===== src/rtl/irq_arb_pkg.sv =====
package irq_arb_pkg;
  localparam int IDX_W  = 12;
  localparam int LVL_W  = 8;
  localparam int WORD_W = IDX_W + 1 + LVL_W;

  typedef struct packed {
    logic             valid;
    logic [LVL_W-1:0] lvl;
    logic [LVL_W-1:0] prio;
    logic [IDX_W-1:0] idx;
    logic             vec;
  } cand_t;
endpackage


===== src/rtl/ctl_decode.sv =====
module ctl_decode #(
  parameter int CTL_W    = 8,
  parameter int CTL_IMPL = 6
) (
  input  logic [CTL_W-1:0] ctl_i,
  input  logic [2:0]       nl_i,
  output logic [CTL_W-1:0] lvl_o,
  output logic [CTL_W-1:0] prio_o
);
  localparam int LOW_UNIMPL = CTL_W - CTL_IMPL;

  always_comb begin
    // level: top nl bits kept, all lower bits set (nl==0 gives all ones)
    for (int b = 0; b < CTL_W; b++)
      lvl_o[b] = (b >= CTL_W - int'(nl_i)) ? ctl_i[b] : 1'b1;
    // priority: implemented bits below the level field, right-justified
    prio_o = '0;
    for (int b = 0; b < CTL_IMPL; b++)
      prio_o[b] = (b < CTL_IMPL - int'(nl_i)) ? ctl_i[b+LOW_UNIMPL] : 1'b0;
  end
endmodule


===== src/rtl/pair_pick.sv =====
module pair_pick
  import irq_arb_pkg::*;
(
  input  cand_t lo_i,   // covers the lower source indices
  input  cand_t hi_i,   // covers the higher source indices
  output cand_t win_o
);
  logic take_hi;

  always_comb begin
    if (!hi_i.valid)                take_hi = 1'b0;
    else if (!lo_i.valid)           take_hi = 1'b1;
    else if (hi_i.lvl != lo_i.lvl)  take_hi = hi_i.lvl > lo_i.lvl;
    else                            take_hi = hi_i.prio >= lo_i.prio;
    win_o = take_hi ? hi_i : lo_i;
  end
endmodule


===== src/rtl/pick_tree.sv =====
module pick_tree
  import irq_arb_pkg::*;
#(
  parameter int N = 16
) (
  input  cand_t leaf_i [N],
  output cand_t win_o
);
  localparam int LG = (N <= 1) ? 1 : $clog2(N);
  localparam int P  = 1 << LG;
  localparam int NODES = 2 * P - 1;

  cand_t node [NODES];

  genvar k;
  generate
    for (k = 0; k < P; k++) begin : g_leaf
      if (k < N) begin : g_real
        assign node[P-1+k] = leaf_i[k];
      end else begin : g_pad
        assign node[P-1+k] = '0;
      end
    end
    for (k = 0; k < P - 1; k++) begin : g_node
      pair_pick u_pp (
        .lo_i  (node[2*k+1]),
        .hi_i  (node[2*k+2]),
        .win_o (node[k])
      );
    end
  endgenerate

  assign win_o = node[0];
endmodule


===== src/rtl/irq_level_arb.sv =====
module irq_level_arb
  import irq_arb_pkg::*;
#(
  parameter int N = 16
) (
  input  logic                clk,
  input  logic                rst,
  input  logic [N-1:0]        pend,
  input  logic [N-1:0]        en,
  input  logic [N-1:0]        vmode,
  input  logic [8*N-1:0]      ctl,
  input  logic [7:0]          cfg,
  input  logic [7:0]          thresh,
  input  logic [7:0]          act_lvl,
  output logic                irq_req,
  output logic [WORD_W-1:0]   irq_word
);
  localparam int CTL_W    = 8;
  localparam int CTL_IMPL = 6;

  logic [3:0] nl_raw;
  logic [2:0] nl;
  assign nl_raw = cfg[4:1];
  assign nl     = (nl_raw > 4'(CTL_IMPL)) ? 3'(CTL_IMPL) : nl_raw[2:0];

  cand_t leaf [N];
  cand_t win;

  genvar s;
  generate
    for (s = 0; s < N; s++) begin : g_src
      logic [CTL_W-1:0] lvl_s, prio_s;
      ctl_decode #(.CTL_W(CTL_W), .CTL_IMPL(CTL_IMPL)) u_dec (
        .ctl_i  (ctl[s*CTL_W +: CTL_W]),
        .nl_i   (nl),
        .lvl_o  (lvl_s),
        .prio_o (prio_s)
      );
      assign leaf[s].valid = pend[s] & en[s];
      assign leaf[s].lvl   = lvl_s;
      assign leaf[s].prio  = prio_s;
      assign leaf[s].idx   = IDX_W'(s);
      assign leaf[s].vec   = vmode[s];
    end
  endgenerate

  pick_tree #(.N(N)) u_tree (
    .leaf_i (leaf),
    .win_o  (win)
  );

  logic fire;
  assign fire = win.valid && (win.lvl >= thresh) && (win.lvl > act_lvl);

  always_ff @(posedge clk) begin
    if (rst) begin
      irq_req  <= 1'b0;
      irq_word <= '0;
    end else begin
      irq_req  <= fire;
      irq_word <= fire ? {win.lvl, win.vec, win.idx} : '0;
    end
  end
endmodule


===== config.mk =====
export PLATFORM = sky130hd
export DESIGN_NAME = irq_level_arb
export DESIGN_NICKNAME = d
export VERILOG_FILES = /design/src/rtl/irq_arb_pkg.sv /design/src/rtl/ctl_decode.sv /design/src/rtl/pair_pick.sv /design/src/rtl/pick_tree.sv /design/src/rtl/irq_level_arb.sv
export SDC_FILE = /design/constraint.sdc
export NUM_CORES = 1
export LEC_CHECK = 0
export ABC_AREA = 1
export ABC_CLOCK_PERIOD_IN_PS = 12800
export BUFFER_PORTS_ARGS = -buffer_cell sky130_fd_sc_hd__buf_2
export CAP_MARGIN = 20
export CELL_PAD_IN_SITES_DETAIL_PLACEMENT = 2
export CELL_PAD_IN_SITES_GLOBAL_PLACEMENT = 2
export CORE_MARGIN = 2
export CORE_UTILIZATION = 29
export DETAILED_ROUTE_END_ITERATION = 8
export PLACE_DENSITY = 0.84
export SLEW_MARGIN = 40
export SYNTH_ARGS = -nofsm -noshare
export SYNTH_HDL_FRONTEND = slang
export SYNTH_SLANG_ARGS = --single-unit

===== constraint.sdc =====
create_clock -name clk -period 12.8 [get_ports clk]
set_clock_uncertainty 0.1 [all_clocks]
set_input_delay 1.92 -clock clk [delete_from_list [all_inputs] [get_ports clk]]
set_output_delay 1.92 -clock clk [all_outputs]
set_load 0.01 [all_outputs]

=== Word-level counts from Yosys, hierarchy flattened ===
Cells that the tools add are included.

* Add/sub/neg operators: 2
* Magnitude comparators: 47
* Equality and inequality tests: 15
* Mux-type cells: 285
* Bitwise gates (word level): 17
* Reduce and logical (&&, ||, !) cells: 3

{| class="wikitable"
|+ Operators with widths
! operator !! count
|-
| $mux W30 || 15
|-
| $mux W1 || 269
|-
| $ge A4 B32 Y1 const A || 4
|-
| $gt A8 B8 Y1 || 16
|-
| $ne A8 B8 Y1 || 15
|-
| $ge A3 B32 Y1 const A || 2
|-
| $ge A8 B8 Y1 || 8
|-
| $lt A3 B32 Y1 const A || 2
|-
| $lt A4 B32 Y1 const A || 2
|-
| $ge A6 B6 Y1 || 8
|-
| $ge A1 B32 Y1 const A || 1
|-
| $ge A2 B32 Y1 const A || 1
|-
| $lt A1 B32 Y1 const A || 1
|-
| $lt A2 B32 Y1 const A || 1
|-
| $and A1 B1 Y1 || 16
|-
| $sub A4 B3 Y5 const A || 1
|-
| $gt A4 B3 Y1 const B || 1
|-
| $sub A3 B3 Y4 const A || 1
|-
| $mux W3 || 1
|-
| $logic_and A1 B1 Y1 || 2
|-
| $reduce_or A2 Y1 || 1
|-
| $not A1 Y1 || 1
|}

* Register bits after elaboration: 22
* Input bits: 202
* Word-level logic and storage cells: 371

=== Logic depth before layout (Yosys ltp) ===
Gate-level depths: netlist of the first run.

* Word-level depth: 30
* Mapped depth: 78

=== Cells and area by module ===
A second synthesis of the first run with hierarchy kept.

* Cells, all modules: 3529
* Area, all modules: 19017.0 um2

{| class="wikitable"
|+ By module, submodules not included
! module !! instances !! cells each !! area each (um2) !! sequential area each (um2)
|-
| pair_pick || 15 || 172 || 940.9 || 0.0
|-
| ctl_decode || 16 || 48 || 226.5 || 0.0
|-
| irq_level_arb || 1 || 181 || 1280.0 || 440.4
|}

=== Worst setup path before layout of the first run ===
OpenSTA, ideal clock, no wires.

* Path type: input-to-reg
* Start point: in cfg[2]
* End point: reg irq_word[14]
* Library setup time: 129 ps
* Arrival: 10410 ps
* Setup slack: 2161 ps
* Stages on the path: 73
* Cells stage by stage: nor2_2 nor2_1 buf_2 nor2_1 inv_1 ha_1 xor2_1 nor2_4 nand2_4 buf_6 or2_1 inv_1 ha_1 inv_1 nor2_1 o21ai_0 nand2_1 nand2_1 [37 not listed] a31o_2 nand3_1 nand2_1 inv_1 clkbuf_1 nand3_1 nand2_1 inv_1 ha_1 inv_1 nor2_1 o21ai_0 a21oi_1 o311ai_0 nor2_1 inv_1 clkbuf_1 nor2_1

{| class="wikitable"
|+ RTL lines
! element !! RTL line !! text
|-
| from (decl) || irq_level_arb.sv:12 || <nowiki>input logic [7:0] cfg,</nowiki>
|-
| to (signal assigned) || irq_level_arb.sv:61 || <nowiki>irq_word <= fire ? {win.lvl, win.vec, win.idx} : '0;</nowiki>
|-
| to (decl) || irq_level_arb.sv:16 || <nowiki>output logic [WORD_W-1:0] irq_word</nowiki>
|}

==> results of run 1 <==
==> logic make-up after synthesis <==
| group | synth area share [%] |
|---|---|
| simple gates | 44.59 |
| buf+inv | 15.53 |
| fa+ha+maj | 25.94 |
| compound gates | 11.30 |
| flops | 2.526 |
| xor+xnor | 0.07896 |
| other cells | 0.03380 |
==> synthesized netlist by cell type, types with 8 or more instances <==
| master | number |
|---|---|
| and2_1 | 33 |
| nand2_1 | 644 |
| buf_2 | 30 |
| or2_1 | 11 |
| nand4_1 | 17 |
| o21ai_2 | 8 |
| inv_1 | 335 |
| a21oi_1 | 85 |
| nand2_2 | 15 |
| ha_1 | 230 |
| o21ai_1 | 49 |
| o21ai_0 | 48 |
| buf_4 | 16 |
| nor2_1 | 169 |
| dfxtp_1 | 14 |
| inv_2 | 12 |
| clkbuf_1 | 9 |
| or2_2 | 18 |
| o21a_1 | 12 |
| nand3_1 | 204 |
==> power breakdown <==
part / leakage, uW / switching (uW) / total (uW) / internal [uW]
clock: 0.0000442 / 20.1 / 67.6 / 47.5
sequential: 0.000114 / 6.26 / 66.5 / 60.2
combinational: 0.00793 / 678 / 1030 / 348
total: 0.00809 / 705 / 1160 / 455
==> how the worst max path moves through the flow <==
stage                     cells after the start  slack, ns    from            to
after global routing                         65      -0.02  cfg[4]  irq_word[12]
after global placement                       65       0.15  cfg[4]  irq_word[20]
after CTS                                    67     0.0006  cfg[4]  irq_word[12]
final                                        65       0.86  cfg[4]  irq_word[12]
after detailed placement                     66      -0.25  cfg[4]  irq_word[18]
after floorplan                              73       2.16  cfg[2]  irq_word[14]
==> metrics by stage <==
| stage | total power, uW | TNS, ns | setup WS (ns) | utilization, % |
|---|---|---|---|---|
| 6_report | 1160 | 0 | 0.8638 | 34.18 |
| 5_1_grt | 1291 | -0.03443 | -0.01587 | 34.18 |
| 4_1_cts | 1145 | 0 | 0.0005969 | 33.72 |
| 3_5_place_dp | 1053 | -2.578 | -0.2496 | 33.46 |
| 3_3_place_gp | 983.5 | 0 | 0.1494 | 33.46 |
| 2_1_floorplan | 708.2 | 0 | 2.161 | - |
==> critical path: cells and delay by family <==
family	cells	cell delay, ns
simple gates	38	5.08
compound gates	11	1.70
buf+inv	10	1.61
fa+ha+maj	6	1.63
==> cell type report <==
cell class	instances	area (sq um)
multi-input combinational	1609	9206
fill	5011	24790
tap	511	639.4
antenna	1	2.502
sequential	14	280.3
inverter	354	1358
timing repair buffer	242	1301
clock buffer	4	88.84
==> flip-flops by register name, indices dropped and copies added, names as in the netlist <==
signal    flops
irq_req       1
irq_word     13
==> per-layer routing <==
metal | share of wire (%) | global-route usage, % | wire [microns] | vias to the layer above
met5 | 0.024 | 0 | 13 | -
li1 | - | - | - | 6815
met2 | 47 | 47.75 | 25630 | 297
met1 | 46 | 34.20 | 24710 | 6767
met3 | 3.8 | 2.397 | 2068 | 91
met4 | 3.3 | 8.505 | 1765 | 2
==> what timing repair did <==
action                                  in CTS  in global routing
pin swaps                                    0                  3
resized for setup                            4                 33
gates cloned                                 0                  1
setup buffers                                0                  8
endpoints found under the setup margin      12                 14
==> run metrics, run 1 <==
status=complete, no violations; Fmax=83.78 MHz; post-route ant nets=0; CTS tree=yes; CTS clk-pin slew, worst paths=~0.05 ns; Final Cycle Share=a little over 90%; Hold-fix buffers, CTS=0; CP Data Arrival Time=roughly 12 ns; synthesized area=11090 sq um; worst hold endpoint=irq_req; Seq/Total Area, Yosys=2.526%; vias in the first global route=~15000; number of synthesized flops with an enable pin=0; Yosys warning count=0; worst vdd ir=0.04725 mV; cell count after synthesis=around 2000; Final Non-Filler Cells=approximately 2700; TritonRoute pass-1 iters=4; Hold Fails Final Rpt=0; worst relative slew slack=roughly 56%; routed vias/inst=approximately 5; top cell type by total area after synthesis=ha_1; crit path time final=11.94 ns; detailed-route via count=13972; # IOs=224; DRC violations left=0; Static Leak=0.008086 uW; IO buf count=approximately 210; Seq cells post-synth=14; largest cells by area after synthesis=ha_1 (26%), nand2_1 (22%), inv_1 (11%); largest net degree at the start of global routing=34; Die Width=~200 microns; most used cell, CP=nand2_1; H-tree levels=1; placed inst area=between 10000 and 15000 sq um; Critical Path RT=12.87 ns; synth-to-layout area growth=16.06%; number of distinct library cells after synthesis=44; antenna violations before repair=2; Max Transition Viols Final=0; Post-DP HPWL=about 46 mm; P per Cell Area=90.11 nW/um^2; Placed Cells=2721; hold_sp=rst; deepest clock path buffer count=2; first-pass GRT wire length=~82 mm; Crit Path Max Fanout=22; CTS Buf Count=3; RePlAce Congestion=just over 0.9; share of cells above drive strength 1=between 10% and 20%; Worst Hold Depth=4; final hold slack=about 2 ns; Least-Margin Pin Slew=0.6632 ns; Die Span Y=between 150 and 200 microns; element type at the critical path end=flip-flop; Initial Util=between 20% and 30%; global-route usage over all layers=a little over a quarter; routed wire length=~54 mm; CP max stage delay=approximately 0.4 ns; Syn Area/Cell=roughly 5.5 sq um; Top FF cell, synth=dfxtp_1; std cell rows=71; Critical-path top delay cell=nor2_8; Core ar.=about 38000 sq um; Routed WL per cell=19.81 microns; Worst setup SP type=input pin; Crit Path Class=input pin to flip-flop; Max Cap Violations=0; post-synth top area share=about a quarter; leading cell types in the layout, fill and taps excluded=nand2_1 (638), inv_1 (330), ha_1 (230); area of the die=approximately 40000 sq um; nets=2656; GRT overflow=0; CTS root buf=clkbuf_16; Final setup viols=0; commonest non-fill, non-tap cell in the layout=nand2_1; post-synthesis async set-or-reset flop share=0%; worst hold path class=input pin to flip-flop; Clock Sinks=14; final instance area=12880 sq um; initial DRC count=a little over 500
(Power assumes the default switching activity.)
==> run 2, diff against run 1 <==
CORE_MARGIN = 4   (was 2)
CORE_UTILIZATION = 31   (was 29)
SYNTH_HIERARCHICAL = 1   (was not set)
==> run metrics, run 2 <==
CTS Buf Count=3 (unchanged); Clock Sinks=22 (was 14); cell internal pwr=583.0 uW (was 455.4 uW); Post-DP HPWL=65.03 mm (was 46.22 mm); CTS tree=yes (unchanged); post-route ant nets=0 (unchanged); Crit Path Max Fanout=48 (was 22); CP bufs+invs=10 (unchanged); P per Cell Area=76.12 nW/um^2 (was 90.11 nW/um^2); placed inst area=20880 sq um (was 12600 sq um); Static Leak=0.01398 uW (was 0.008086 uW); hold_sp=rst (unchanged); global-route usage over all layers=23.08% (was 26.92%); Initial Util=31.32% (was 29.45%); Die Width=255.0 microns (was 199.6 microns); fillers=8251 (was 5011); cell count after synthesis=3505 (was 2032); crit path time final=11.82 ns (was 11.94 ns); Final setup viols=0 (unchanged); Max Transition Viols Final=0 (unchanged); leading cell types in the layout, fill and taps excluded=nand2_1 (1411), inv_1 (563), nand3_1 (374) (was nand2_1 (638), inv_1 (330), ha_1 (230)); GRT overflow=0 (unchanged); Routed WL per cell=16.97 microns (was 19.81 microns); largest net degree at the start of global routing=49 (was 34); RSZ-0062 raised after global routing=no; Fmax=84.60 MHz (was 83.78 MHz); clock power share=4.3% (was 5.8%); antenna violations before repair=1 (was 2); CP max stage delay=0.45 ns (was 0.40 ns); worst hold path class=input pin to flip-flop (unchanged); routed vias/inst=4.873 (was 5.109); Max Cap Violations=0 (unchanged); Sw Pwr=1013 uW (was 704.8 uW); worst relative slew slack=44.12% (was 55.72%); critical path's top delay family=simple AND/OR/NAND/NOR gates (unchanged); element type at the critical path end=flip-flop (unchanged); register with the most flip-flops=irq_word (unchanged); TritonRoute pass-1 iters=5 (was 4); nets=4310 (was 2656); TNS Setup=0 ns (unchanged); DRC violations left=0 (unchanged); detailed-route via count=22417 (was 13972); Comb power frac=90.4% (was 88.4%); Die Span Y=255.0 microns (was 199.6 microns); vias in the first global route=24119 (was 15218); # IOs=224 (unchanged); status=complete, no violations (unchanged); Crit Path Class=input pin to flip-flop (unchanged); CP Data Arrival Time=11.91 ns (was 12.01 ns); Yosys warning count=6 (was 0); commonest non-fill, non-tap cell in the layout=nand2_1 (unchanged); final instance area=20970 sq um (was 12880 sq um); std cell rows=90 (was 71); most used cell, CP=nand2_1 (unchanged); Power Total=1596 uW (was 1160 uW); critical path startpoint=cfg[2] (was cfg[4]); IO buf count=219 (was 211); Least-Margin Pin Slew=0.8381 ns (was 0.6632 ns); worst vdd ir=0.04554 mV (was 0.04725 mV); CTS clk-pin slew, worst paths=0.06 ns (was 0.05 ns); top flop regs=irq_word (21), irq_req (1) (was irq_word (13), irq_req (1)); initial DRC count=746 (was 518); Worst setup SP type=input pin (unchanged); n_diodes=0 (was 1); H-tree levels=1 (unchanged); Critical-path top delay cell=nand2_1 (was nor2_8); Syn Area/Cell=5.394 sq um (was 5.460 sq um); synth-to-layout area growth=10.92% (was 16.06%); Sw Ratio=63.48% (was 60.75%); first-pass GRT wire length=122.9 mm (was 82.29 mm); share of cells above drive strength 1=14.35% (was 15.38%); max FFs per register=21 (was 13); CTS root buf=clkbuf_16 (unchanged); routed wire length=78.04 mm (was 54.19 mm); synthesized area=18910 sq um (was 11090 sq um); Hold Fails Final Rpt=0 (unchanged); Critical Path RT=12.89 ns (was 12.87 ns); RePlAce Congestion=0.8227 (was 0.9071); Core ar.=60360 sq um (was 37670 sq um); deepest clock path buffer count=2 (unchanged); area of the die=65000 sq um (was 39840 sq um); Final Cycle Share=92.35% (was 93.25%); sequential power share=5.3% (was 5.7%)
## run 2: cell types whose count changed in the layout (fill, tap and decap cells not counted), moves of 55 or more
| cell | delta |
|---|---|
| o21ai_1 | -55 |
| inv_1 | +233 |
| ha_1 | +58 |
| nand3_1 | +171 |
| nand2_1 | +773 |
| nand3_2 | +155 |
| conb_1 | +216 |
## run 2: per-stage QoR
step                instances  hold WS, ns  setup slack [ns]  util (%)
global route             4600        2.159          0.004898     34.75
detailed placement       4596        2.219            0.3867     34.59
global placement         4596        2.217            0.8197     34.59
finish                   4600        2.123            0.9790     34.75
floorplan                3711        2.037            0.9464         -
CTS                      4599        2.269            0.6235     34.71
## run 2: metal layers
layer  track usage [%]  vias to the layer above  share of wire, %
li1                  -                    11243                 -
met1             27.16                    10880                43
met2             46.00                      210                53
met3            0.4776                       82               1.3
met4             5.737                        2               2.7
met5                 0                        -             0.017
## run 2: final timing paths
path	cells past startpoint	endpoint	slack [ns]
max	62	irq_word[12]	0.98
min	4	irq_word[13]	2.12
## run 2: layout make-up
type | instances | area [sq um] | area share (%)
multi-input combinational | 2925 | 15710 | 74.91
inverter | 596 | 2237 | 10.67
timing repair buffer | 272 | 1531 | 7.303
tap | 782 | 978.4 | 4.666
sequential | 22 | 440.4 | 2.100
clock buffer | 3 | 75.07 | 0.3580
## run 2: repair_timing
| action | in CTS | in global routing |
|---|---|---|
| hold endpoints to repair | 0 | 0 |
| setup endpoints to repair | 0 | 14 |
| hold buffers | 0 | 0 |
| buffers inserted | 0 | 0 |
| resized for setup | 0 | 2 |
## run 2: power by group through the flow
| stage | Sequential, uW | Combinational (uW) | Clock, uW |
|---|---|---|---|
| after global placement | 86.1 | 1310 | 0 |
| after floorplan | 89.4 | 1070 | 0 |
| after detailed placement | 86.4 | 1390 | 0 |
| after global routing | 85.6 | 1650 | 73.7 |
| final | 84.9 | 1440 | 68.8 |
| after CTS | 84.9 | 1400 | 70.8 |
